[config.mk]
export PLATFORM = sky130hd
export DESIGN_NAME = ddr2_wr_seq
export DESIGN_NICKNAME = d
export VERILOG_FILES = /design/src/rtl/ddr2_wr_pkg.sv /design/src/rtl/ddr2_bank_table.sv /design/src/rtl/ddr2_beat_gen.sv /design/src/rtl/ddr2_cmd_drv.sv /design/src/rtl/ddr2_wr_seq.sv
export SDC_FILE = /design/constraint.sdc
export NUM_CORES = 1
export LEC_CHECK = 0
export BUFFER_PORTS_ARGS = -buffer_cell sky130_fd_sc_hd__buf_2
export CORE_MARGIN = 1
export CORE_UTILIZATION = 35
export DETAILED_ROUTE_END_ITERATION = 7
export PLACE_DENSITY = 0.53
export SLEW_MARGIN = 20
export SYNTH_ARGS = -nofsm -noshare
export SYNTH_HDL_FRONTEND = slang
export SYNTH_SLANG_ARGS = --single-unit
[constraint.sdc]
create_clock -name clk_i -period 3.1 [get_ports clk_i]
set_input_delay 0.31 -clock clk_i [delete_from_list [all_inputs] [get_ports clk_i]]
set_output_delay 0.31 -clock clk_i [all_outputs]
set_load 0.02 [all_outputs]
[src/rtl/ddr2_wr_pkg.sv]
`timescale 1ns/1ps
package ddr2_wr_pkg;
  // {cs_n, ras_n, cas_n, we_n}
  typedef enum logic [3:0] {
    CMD_NOP = 4'b0111,
    CMD_ACT = 4'b0011,
    CMD_WR  = 4'b0100,
    CMD_PRE = 4'b0010
  } cmd_e;

  typedef enum logic [3:0] {
    ST_IDLE, ST_PRE, ST_TRP, ST_ACT, ST_TRCD,
    ST_WR, ST_BURST, ST_PALL, ST_TRPA
  } seq_state_e;
endpackage

[src/rtl/ddr2_bank_table.sv]
`timescale 1ns/1ps
module ddr2_bank_table #(
  parameter int NUM_BANKS = 8,
  parameter int ROW_W     = 14,
  localparam int BA_W     = $clog2(NUM_BANKS)
) (
  input  logic             clk_i,
  input  logic             rst_ni,
  input  logic [BA_W-1:0]  look_ba_i,
  input  logic [ROW_W-1:0] look_row_i,
  output logic             open_o,
  output logic             hit_o,
  output logic             any_open_o,
  input  logic             act_i,
  input  logic             pre_i,
  input  logic             clr_i,
  input  logic [BA_W-1:0]  upd_ba_i,
  input  logic [ROW_W-1:0] act_row_i
);
  logic [NUM_BANKS-1:0] vld_q;
  logic [ROW_W-1:0]     row_q [NUM_BANKS];

  for (genvar g = 0; g < NUM_BANKS; g++) begin : g_bank
    always_ff @(posedge clk_i or negedge rst_ni) begin
      if (!rst_ni) begin
        vld_q[g] <= 1'b0;
        row_q[g] <= '0;
      end else if (clr_i) begin
        vld_q[g] <= 1'b0;
      end else if (act_i && upd_ba_i == BA_W'(g)) begin
        vld_q[g] <= 1'b1;
        row_q[g] <= act_row_i;
      end else if (pre_i && upd_ba_i == BA_W'(g)) begin
        vld_q[g] <= 1'b0;
      end
    end
  end

  assign open_o     = vld_q[look_ba_i];
  assign hit_o      = open_o && (row_q[look_ba_i] == look_row_i);
  assign any_open_o = |vld_q;
endmodule

[src/rtl/ddr2_beat_gen.sv]
`timescale 1ns/1ps
module ddr2_beat_gen #(
  parameter int LANES     = 4,
  parameter int BURST_LEN = 8,
  localparam int IDX_W    = $clog2(BURST_LEN),
  localparam int LEN_W    = IDX_W + 1,
  localparam int DQ_W     = 8 * LANES
) (
  input  logic                       beat_on_i,
  input  logic [IDX_W-1:0]           idx_i,
  input  logic [LEN_W-1:0]           len_i,
  input  logic                       wide_i,
  input  logic [BURST_LEN*DQ_W-1:0]  data_i,
  input  logic [BURST_LEN*LANES-1:0] be_i,
  output logic [DQ_W-1:0]            dq_o,
  output logic [LANES-1:0]           dqm_o
);
  logic [DQ_W-1:0]  word;
  logic [LANES-1:0] be;
  logic             live;

  assign word = data_i[idx_i*DQ_W +: DQ_W];
  assign be   = be_i[idx_i*LANES +: LANES];
  assign live = beat_on_i && ({1'b0, idx_i} < len_i);

  for (genvar g = 0; g < LANES; g++) begin : g_lane
    localparam bit NARROW_OFF = (g >= LANES / 2);
    logic present;
    assign present        = wide_i || !NARROW_OFF;
    assign dqm_o[g]       = !(live && be[g] && present);
    assign dq_o[g*8 +: 8] = (beat_on_i && present) ? word[g*8 +: 8] : 8'h00;
  end
endmodule

[src/rtl/ddr2_cmd_drv.sv]
`timescale 1ns/1ps
module ddr2_cmd_drv import ddr2_wr_pkg::*; #(
  parameter int BA_W  = 3,
  parameter int ROW_W = 14,
  parameter int COL_W = 10
) (
  input  cmd_e             cmd_i,
  input  logic             all_i,
  input  logic [BA_W-1:0]  ba_i,
  input  logic [ROW_W-1:0] row_i,
  input  logic [COL_W-1:0] col_i,
  output logic             cs_n_o,
  output logic             ras_n_o,
  output logic             cas_n_o,
  output logic             we_n_o,
  output logic [BA_W-1:0]  ba_o,
  output logic [ROW_W-1:0] addr_o
);
  always_comb begin
    {cs_n_o, ras_n_o, cas_n_o, we_n_o} = cmd_i;
    ba_o   = '0;
    addr_o = '0;
    unique case (cmd_i)
      CMD_ACT: begin
        ba_o   = ba_i;
        addr_o = row_i;
      end
      CMD_WR: begin
        ba_o                = ba_i;
        addr_o[COL_W-1:0]   = col_i;  // bit 10 stays low: no auto-precharge
      end
      CMD_PRE: begin
        ba_o       = all_i ? '0 : ba_i;
        addr_o[10] = all_i;
      end
      default: ;
    endcase
  end
endmodule

[src/rtl/ddr2_wr_seq.sv]
`timescale 1ns/1ps
module ddr2_wr_seq import ddr2_wr_pkg::*; #(
  parameter int NUM_BANKS = 8,
  parameter int ROW_W     = 14,
  parameter int COL_W     = 10,
  parameter int LANES     = 4,
  parameter int BURST_LEN = 8,
  parameter int TIM_W     = 4,
  parameter int CL_W      = 3,
  localparam int BA_W     = $clog2(NUM_BANKS),
  localparam int DQ_W     = 8 * LANES,
  localparam int IDX_W    = $clog2(BURST_LEN),
  localparam int LEN_W    = IDX_W + 1,
  localparam int DCNT_W   = CL_W + IDX_W
) (
  input  logic                       clk_i,
  input  logic                       rst_ni,
  input  logic [CL_W-1:0]            cas_lat_i,
  input  logic [TIM_W-1:0]           t_rp_i,
  input  logic [TIM_W-1:0]           t_rcd_i,
  input  logic                       wide_i,
  input  logic                       inval_i,
  input  logic                       req_valid_i,
  output logic                       req_ready_o,
  input  logic [BA_W-1:0]            req_bank_i,
  input  logic [ROW_W-1:0]           req_row_i,
  input  logic [COL_W-1:0]           req_col_i,
  input  logic [LEN_W-1:0]           req_len_i,
  input  logic [BURST_LEN*DQ_W-1:0]  req_data_i,
  input  logic [BURST_LEN*LANES-1:0] req_be_i,
  output logic                       cs_n_o,
  output logic                       ras_n_o,
  output logic                       cas_n_o,
  output logic                       we_n_o,
  output logic [BA_W-1:0]            ba_o,
  output logic [ROW_W-1:0]           addr_o,
  output logic [DQ_W-1:0]            dq_o,
  output logic [LANES-1:0]           dqm_o,
  output logic                       dq_en_o
);
  seq_state_e                 state_q;
  logic [TIM_W-1:0]           wcnt_q;
  logic [DCNT_W-1:0]          dcnt_q;
  logic                       inv_pend_q;
  logic [BA_W-1:0]            ba_q;
  logic [ROW_W-1:0]           row_q;
  logic [COL_W-1:0]           col_q;
  logic [LEN_W-1:0]           len_q;
  logic [BURST_LEN*DQ_W-1:0]  data_q;
  logic [BURST_LEN*LANES-1:0] be_q;

  logic tbl_open, tbl_hit, tbl_any;
  logic acc;
  logic [DCNT_W-1:0] wl, last_cnt;
  logic beat_on;
  cmd_e cmd;

  assign req_ready_o = (state_q == ST_IDLE) && !inv_pend_q;
  assign acc         = req_valid_i && req_ready_o;
  assign wl          = DCNT_W'(cas_lat_i) - DCNT_W'(1);
  assign last_cnt    = wl + DCNT_W'(BURST_LEN - 1);
  assign beat_on     = (state_q == ST_BURST) && (dcnt_q >= wl);
  assign dq_en_o     = beat_on;

  ddr2_bank_table #(.NUM_BANKS(NUM_BANKS), .ROW_W(ROW_W)) u_tbl (
    .clk_i      (clk_i),
    .rst_ni     (rst_ni),
    .look_ba_i  (req_bank_i),
    .look_row_i (req_row_i),
    .open_o     (tbl_open),
    .hit_o      (tbl_hit),
    .any_open_o (tbl_any),
    .act_i      (state_q == ST_ACT),
    .pre_i      (state_q == ST_PRE),
    .clr_i      (state_q == ST_PALL),
    .upd_ba_i   (ba_q),
    .act_row_i  (row_q)
  );

  always_ff @(posedge clk_i or negedge rst_ni) begin
    if (!rst_ni) inv_pend_q <= 1'b0;
    else         inv_pend_q <= inval_i || (inv_pend_q && state_q != ST_IDLE);
  end

  always_ff @(posedge clk_i or negedge rst_ni) begin
    if (!rst_ni) begin
      ba_q   <= '0;
      row_q  <= '0;
      col_q  <= '0;
      len_q  <= '0;
      data_q <= '0;
      be_q   <= '0;
    end else if (acc) begin
      ba_q   <= req_bank_i;
      row_q  <= req_row_i;
      col_q  <= req_col_i;
      len_q  <= req_len_i;
      data_q <= req_data_i;
      be_q   <= req_be_i;
    end
  end

  always_ff @(posedge clk_i or negedge rst_ni) begin
    if (!rst_ni) begin
      state_q <= ST_IDLE;
      wcnt_q  <= '0;
      dcnt_q  <= '0;
    end else begin
      unique case (state_q)
        ST_IDLE: begin
          if (inv_pend_q) state_q <= tbl_any ? ST_PALL : ST_IDLE;
          else if (acc) begin
            if (tbl_hit)       state_q <= ST_WR;
            else if (tbl_open) state_q <= ST_PRE;
            else               state_q <= ST_ACT;
          end
        end
        ST_PRE, ST_PALL: begin
          if (t_rp_i <= TIM_W'(1)) state_q <= (state_q == ST_PRE) ? ST_ACT : ST_IDLE;
          else begin
            wcnt_q  <= t_rp_i - TIM_W'(1);
            state_q <= (state_q == ST_PRE) ? ST_TRP : ST_TRPA;
          end
        end
        ST_TRP, ST_TRPA: begin
          if (wcnt_q <= TIM_W'(1)) state_q <= (state_q == ST_TRP) ? ST_ACT : ST_IDLE;
          else wcnt_q <= wcnt_q - TIM_W'(1);
        end
        ST_ACT: begin
          if (t_rcd_i <= TIM_W'(1)) state_q <= ST_WR;
          else begin
            wcnt_q  <= t_rcd_i - TIM_W'(1);
            state_q <= ST_TRCD;
          end
        end
        ST_TRCD: begin
          if (wcnt_q <= TIM_W'(1)) state_q <= ST_WR;
          else wcnt_q <= wcnt_q - TIM_W'(1);
        end
        ST_WR: begin
          dcnt_q  <= DCNT_W'(1);  // counts cycles since the write command
          state_q <= ST_BURST;
        end
        ST_BURST: begin
          dcnt_q <= dcnt_q + DCNT_W'(1);
          if (dcnt_q == last_cnt) state_q <= ST_IDLE;
        end
        default: state_q <= ST_IDLE;
      endcase
    end
  end

  always_comb begin
    unique case (state_q)
      ST_PRE, ST_PALL: cmd = CMD_PRE;
      ST_ACT:          cmd = CMD_ACT;
      ST_WR:           cmd = CMD_WR;
      default:         cmd = CMD_NOP;
    endcase
  end

  ddr2_cmd_drv #(.BA_W(BA_W), .ROW_W(ROW_W), .COL_W(COL_W)) u_cmd (
    .cmd_i   (cmd),
    .all_i   (state_q == ST_PALL),
    .ba_i    (ba_q),
    .row_i   (row_q),
    .col_i   (col_q),
    .cs_n_o  (cs_n_o),
    .ras_n_o (ras_n_o),
    .cas_n_o (cas_n_o),
    .we_n_o  (we_n_o),
    .ba_o    (ba_o),
    .addr_o  (addr_o)
  );

  ddr2_beat_gen #(.LANES(LANES), .BURST_LEN(BURST_LEN)) u_beat (
    .beat_on_i (beat_on),
    .idx_i     (IDX_W'(dcnt_q - wl)),
    .len_i     (len_q),
    .wide_i    (wide_i),
    .data_i    (data_q),
    .be_i      (be_q),
    .dq_o      (dq_o),
    .dqm_o     (dqm_o)
  );
endmodule

# [Yosys cells after proc, flatten, opt, wreduce, memory -nomap -nowiden]
# Index checks and enable logic that the tools add are counted.
[op_classes] n_addsub=7 n_lt_le_gt_ge=7 eq_ne=27 n_shift=2 muxes=58 bitwise=2 n_reduce_logical=63
[op_table] op="256-bit by 9-bit variable part select with 32-bit output" count=1
[op_table] op="14-bit binary-select mux with 3-bit select" count=1
[op_table] op="4-bit 2-to-1 mux" count=10
[op_table] op="8-bit 2-to-1 mux" count=4
[op_table] op="32-bit by 6-bit variable part select with 4-bit output" count=1
[op_table] op="1-bit logical AND" count=29
[op_table] op="14-bit 2-to-1 mux" count=2
[op_table] op="4-bit one-hot mux with 7 select lines" count=1
[op_table] op="3-bit nonzero test" count=9
[op_table] op="1-bit 2-to-1 mux" count=26
[op_table] op="10-bit one-hot mux with 2 select lines" count=1
[op_table] op="4-bit by 3-bit equality test with 1-bit output (second input constant)" count=4
[op_table] op="2-bit AND reduction" count=8
[op_table] op="3-bit equality test (second input constant)" count=5
[op_table] op="14-bit equality test" count=1
[op_table] op="3-bit by 2-bit equality test with 1-bit output (second input constant)" count=4
[op_table] op="4-bit by 1-bit <= comparator with 1-bit output (second input constant)" count=3
[op_table] op="3-bit 2-to-1 mux" count=4
[op_table] op="4-bit one-hot mux with 3 select lines" count=1
[op_table] op="6-bit one-hot mux with 2 select lines" count=1
[op_table] op="4-bit by 1-bit subtractor with 4-bit output (second input constant)" count=3
[op_table] op="2-bit != test (second input constant)" count=5
[op_table] op="3-bit one-hot mux with 3 select lines" count=1
[op_table] op="4-bit by 2-bit equality test with 1-bit output (second input constant)" count=2
[op_table] op="other kinds (30)" count=39
[word_totals] reg_bits=454 in_bits=335 output_inout_bits=59 word_cells=192

# [Depth between registers and ports, before layout]
[depth] word_depth=10 ltp_mapped=11 depth_no_buf=10

# [Modules after synthesis]
# A second synthesis with hierarchy kept.
[hier_totals] hier_cells=1515 area_unflattened_um2=23279.8
[modules_own_cells] module="ddr2_wr_seq" n_inst=1 cells_each=858 area_each_um2=14925.6 seq_area_each_um2=8358.0
[modules_own_cells] module="ddr2_bank_table" n_inst=1 cells_each=386 area_each_um2=5701.7 seq_area_each_um2=3002.9
[modules_own_cells] module="ddr2_beat_gen" n_inst=1 cells_each=228 area_each_um2=2388.5 seq_area_each_um2=0.0
[modules_own_cells] module="ddr2_cmd_drv" n_inst=1 cells_each=43 area_each_um2=264.0 seq_area_each_um2=0.0

# [Least setup slack after synthesis]
# OpenSTA, ideal clock, no wires.
[synth_timing] path_type="in2out" from="in cas_lat_i[0]" to="out dqm_o[0]" arrival_ns=3.161 t_required_ns=2.790 slack_ns=-0.371 stages=9 n_path_buf=1 path_cell_list="inv_1 > ha_1 > fa_1 > xor2_2 > clkbuf_1 > ha_1 > a21oi_1 > nor2_1 > or4_1"
[synth_via] elab_chain_len=6 elab_cells_between_ends=9 cone_classes="add/sub (2); order compare (2); shift (1); reduce/logical (4)"
[synth_rtl] element="start: declaration" line="ddr2_wr_seq.sv:18" rtl="input logic [CL_W-1:0] cas_lat_i,"
[synth_rtl] element="3-bit by 1-bit subtractor with 4-bit output *" line="ddr2_wr_seq.sv:60" rtl="assign wl = DCNT_W'(cas_lat_i) - DCNT_W'(1);"
[synth_rtl] element="parallel branches: the longest is 3 deep, another holds 3-bit subtractor"
[synth_rtl] element="1-bit logical AND *" line="ddr2_beat_gen.sv:30" rtl="assign dqm_o[g] = !(live && be[g] && present);"
[synth_rtl] element="1-bit logical NOT *" line="ddr2_beat_gen.sv:30"
[synth_rtl] element="end: declaration" line="ddr2_wr_seq.sv:38" rtl="output logic [LANES-1:0] dqm_o,"
# Mark *: on every way between the ends.

# [Worst setup path after layout]
[layout_timing] from="reg dcnt_q[0]" to="out dqm_o[0]"
[layout_via] elab_chain_len=5 elab_cells_between_ends=8 cone_classes="add/sub (1); order compare (2); shift (1); reduce/logical (4)"
[layout_rtl] element="start: declaration" line="ddr2_wr_seq.sv:43" rtl="logic [DCNT_W-1:0] dcnt_q;"
[layout_rtl] element="start signal: assignment" line="ddr2_wr_seq.sv:145" rtl="dcnt_q <= dcnt_q + DCNT_W'(1);"
[layout_rtl] element="parallel branches: the longest is 3 deep, another holds 3-bit subtractor"
[layout_rtl] element="1-bit logical AND *" line="ddr2_beat_gen.sv:30"
[layout_rtl] element="1-bit logical NOT *" line="ddr2_beat_gen.sv:30"
# Marks and branches as above.

==> PnR_summary.wiki <==
{| class="wikitable"
! Metric !! Value
|-
| Status || finished, violations left
|-
| Violated checks || setup timing
|-
| Power Density || 921 mW/mm2
|-
| Die W || 249 um
|-
| Setup violators final || 37
|-
| Buffers plus inverters on the worst setup path || 3
|-
| Slew at the pin closest to its max-slew limit || 770 ps
|-
| Path type of the worst setup path || flop to output port
|-
| Antenna-violating nets left || 0
|-
| Signal arrival time at the worst endpoint || 3210 ps
|-
| Xor-xnor portion of the synthesized cell area || 0.0105
|-
| WHS || 37.1 ps
|-
| Clock network latency to the later pin of the worst-skew pair || 610 ps
|-
| PortBufs || 392
|-
| Total Routed Length || 62700 um
|-
| Capturing element type of the critical path || output port
|-
| FP Rows || 90
|-
| Clock transition at path regs || 60 ps
|-
| Count of warnings emitted by yosys || 0
|-
| Cell area after synthesis || 0.0214 mm2
|-
| Compound-cell area share of the yosys netlist || 0.0282
|-
| Area of the placeable core || 0.0605 mm2
|-
| Fmax || 284 MHz
|-
| Mean Syn Cell Area || 14.9 um2
|-
| Sequential standard cell area || 0.0114 mm2
|-
| Max Slew Vio Count || 0
|-
| Max-Slew Margin vs Limit || 0.487
|-
| Crit path from || dcnt_q[0]$_DFFE_PN0P_
|-
| Residual DRC || 0
|-
| Clock tree from TritonCTS || built
|-
| Wire length of the first global-routing pass || 98100 um
|-
| Synth cell types || 59
|-
| Worst hold-check path type || input port to flop
|-
| Post-synthesis mux area share || 0.357
|-
| CTS HTree Levels || 2
|-
| Final worst clock skew || 32.0 ps
|-
| Detailed-placement wirelength estimate || 42600 um
|-
| Flop and latch count out of synthesis || 454
|-
| Number of CTS-inserted buffers || 52
|-
| Startpoint of the worst-slack reg-to-reg timing path || state_q[1]$_DFFE_PN0P_
|-
| Nets@finish || 2533
|-
| Top-level I/O count || 394
|-
| Number of DRC markers in iteration 0 || 704
|-
| Max incr delay on CP || 780 ps
|-
| Cell total after placement || 2579
|-
| Worst-path cell chain || inv_2, ha_4, inv_2, fa_4, ha_4, a21o_1, a21oi_2, nor2_4, or4_4, buf_6
|-
| Number of antenna violations at the first check in global routing || 17
|-
| Number of flops mapped to enable cells by yosys || 0
|-
| Detailed-routing iteration count for the pre-antenna-repair pass || 6
|-
| Final instance count without filler cells || 3013
|-
| Most frequently used flop master after synthesis || dfrtp_1
|-
| Vias in the first global route || 16795
|-
| Gate count of the mapped netlist || 1440
|-
| Final hold vios || 0
|-
| Final worst slack || -418 ps
|-
| DIE AREA || 0.0622 mm2
|-
| Dominant combinational cell family by area after synthesis || multiplexers
|-
| Stages on worst setup path || 10
|-
| Crit path time final || 3520 ps
|-
| Final RePlAce weighted congestion || 0.814
|-
| Data required time at the worst endpoint || 2790 ps
|-
| Clock Root Buffer || clkbuf_16
|-
| Cell with the biggest individual delay on the critical path || fa_4
|-
| R2R depth || 5
|-
| Setup repair after global routing missed its margin || true
|-
| Worst reg2reg setup slack || 670 ps
|-
| Total global-route track usage || 0.203
|-
| Endpoint of the worst setup timing path || dqm_o[0]
|-
| Leak pwr || 14.0 nW
|-
| Simple-gate portion of the synthesized area || 0.0350
|-
| Maximum number of buffers from clock root to sink || 3
|-
| Critical Path Start Type || flop
|-
| Starting density of the core || 0.354
|-
| Proportion of synthesized chip area in sequential cells || 0.530
|-
| Async set or reset register ratio after synthesis || 1.00
|-
| Maximum fanout along the worst path || 3
|-
| Post-synthesis adder-cell area fraction || 0.0109
|-
| Number of sinks handled by clock tree synthesis || 454
|-
| Count of max-cap constraint violations || 0
|-
| Fillcell total || 5243
|-
| Crit path max-delay family || adder cells
|-
| Maximum number of pins on one net before global-route repair || 86
|-
| Post-synth net total || 1793
|-
| Final core area utilization || 0.501
|-
| GRT Residual Overflow || 0
|-
| Largest vdd supply drop || 0.566 mV
|-
| Endpoint of the most critical register-to-register path || data_q[74]$_DFFE_PN0P_
|-
| Final worst-path cycle share || 1.13
|-
| Die extent in y || 249 um
|-
| Share of post-route cells with drive strength above 1 || 0.515
|-
| Vias per Instance || 5.04
|-
| Count of vias placed by the detailed router || 15176
|-
| Layout Area Growth over Synthesis || 41.5%
|-
| Routed len/inst || 20.8 um
|-
| Footprint of the multi-input gates || 0.00973 mm2
|}
[cell usage after synthesis, drive strengths merged, types with 12 or more instances]
master | instances | share of area
nand2 | 16 | 0.0028
dfrtp | 454 | 0.53
nor3 | 29 | 0.0070
nor2 | 21 | 0.0037
mux2 | 431 | 0.23
nor4 | 19 | 0.0055
mux4 | 98 | 0.10
inv | 19 | 0.0033
o21ai | 24 | 0.0056
buf | 80 | 0.020
ha | 17 | 0.0099
clkbuf | 32 | 0.0056
a21oi | 12 | 0.0030
mux2i | 57 | 0.027
xnor2 | 19 | 0.0081
[cell usage in the layout, fill, tap and decap left out, types with 9 or more instances in the layout]
cell             n
clkbuf_16       54
nor3_1          12
xnor2_1         18
diode_2         11
buf_4           67
nand2_1         15
nor2_1          18
mux4_2          96
a21oi_1         10
nor4_1          14
buf_2          369
mux2i_1         48
buf_12          27
nor3_2          16
inv_1           17
clkbuf_8        14
nand3_1          9
clkbuf_1        16
dlygate4sd3_1  316
dfrtp_1        454
o21ai_0         24
mux2_2         431
a22o_1          10
ha_1            15
[cell type report]
class,instances,area share
repair buffers,798,0.211
multi-input cells,855,0.321
clock inverters,12,0.00636
well taps,782,0.0323
clock buffers,82,0.0513
inverters,19,0.00235
flip-flops and latches,454,0.375
diodes,11,0.000908
[where the power goes]
group	internal [mW]	switching (mW)
Clock	3.77	2.50
Combinational	6.63	4.65
Sequential	8.61	1.75
Total	19.0	8.90
[logic make-up after synthesis]
kind of cell	Yosys count
buffers and inverters	131
DFF	454
adders and majority gates	18
and+or+nand+nor	139
other	1
xor gates and xnor gates	24
AOI/OAI and AO/OA	87
muxes	586
[per-stage QoR]
stage / cell area (um2) / setup TNS, ps / setup slack [ps] / power (mW)
2_1_floorplan: 21500 / -53.2 / -53.2 / 17.1
3_3_place_gp: 24800 / -2830 / -197 / 20.1
3_5_place_dp: 24800 / -3170 / -253 / 20.4
4_1_cts: 30100 / -13250 / -463 / 27.8
5_1_grt: 30300 / -15620 / -522 / 29.6
6_report: 30300 / -11580 / -418 / 27.9
[registers in the layout (all words and copies together) (netlist names)]
register     cells
row_q           14
u_tbl.row_q    112
state_q          4
dcnt_q           6
ba_q             3
data_q         256
wcnt_q           4
col_q           10
be_q            32
u_tbl.vld_q      8
len_q            4
inv_pend_q       1
[worst min-delay path by stage]
stage	slack [ps]	endpoint	depth (start not counted)	start
global placement	420	u_tbl.row_q[77]$_DFFE_PN0P_	1	rst_ni
global route	8	row_q[2]$_DFFE_PN0P_	2	req_row_i[2]
floorplan	10	ba_q[0]$_DFFE_PN0P_	0	rst_ni
CTS	6	row_q[2]$_DFFE_PN0P_	2	req_row_i[2]
detailed placement	420	u_tbl.row_q[105]$_DFFE_PN0P_	1	rst_ni
finish	40	row_q[2]$_DFFE_PN0P_	2	req_row_i[2]
[timing repair]
| item | in CTS | in global routing |
|---|---|---|
| gates resized for setup | 50 | 25 |
| endpoints found under the hold margin | 390 | 0 |
| gates cloned | 4 | 3 |
| setup buffers | 5 | 1 |
| endpoints found under the setup margin | 37 | 37 |
| hold buffers | 316 | 0 |
| pin swaps | 7 | 0 |
[routing by layer]
layer,global-route usage,vias up,share of wire
met5,0,-,0.0014
met4,0.0656,14,0.030
met3,0.0403,127,0.051
met2,0.344,396,0.49
met1,0.260,7775,0.42
li1,-,6864,-
Power figures use the tool's default switching activity.
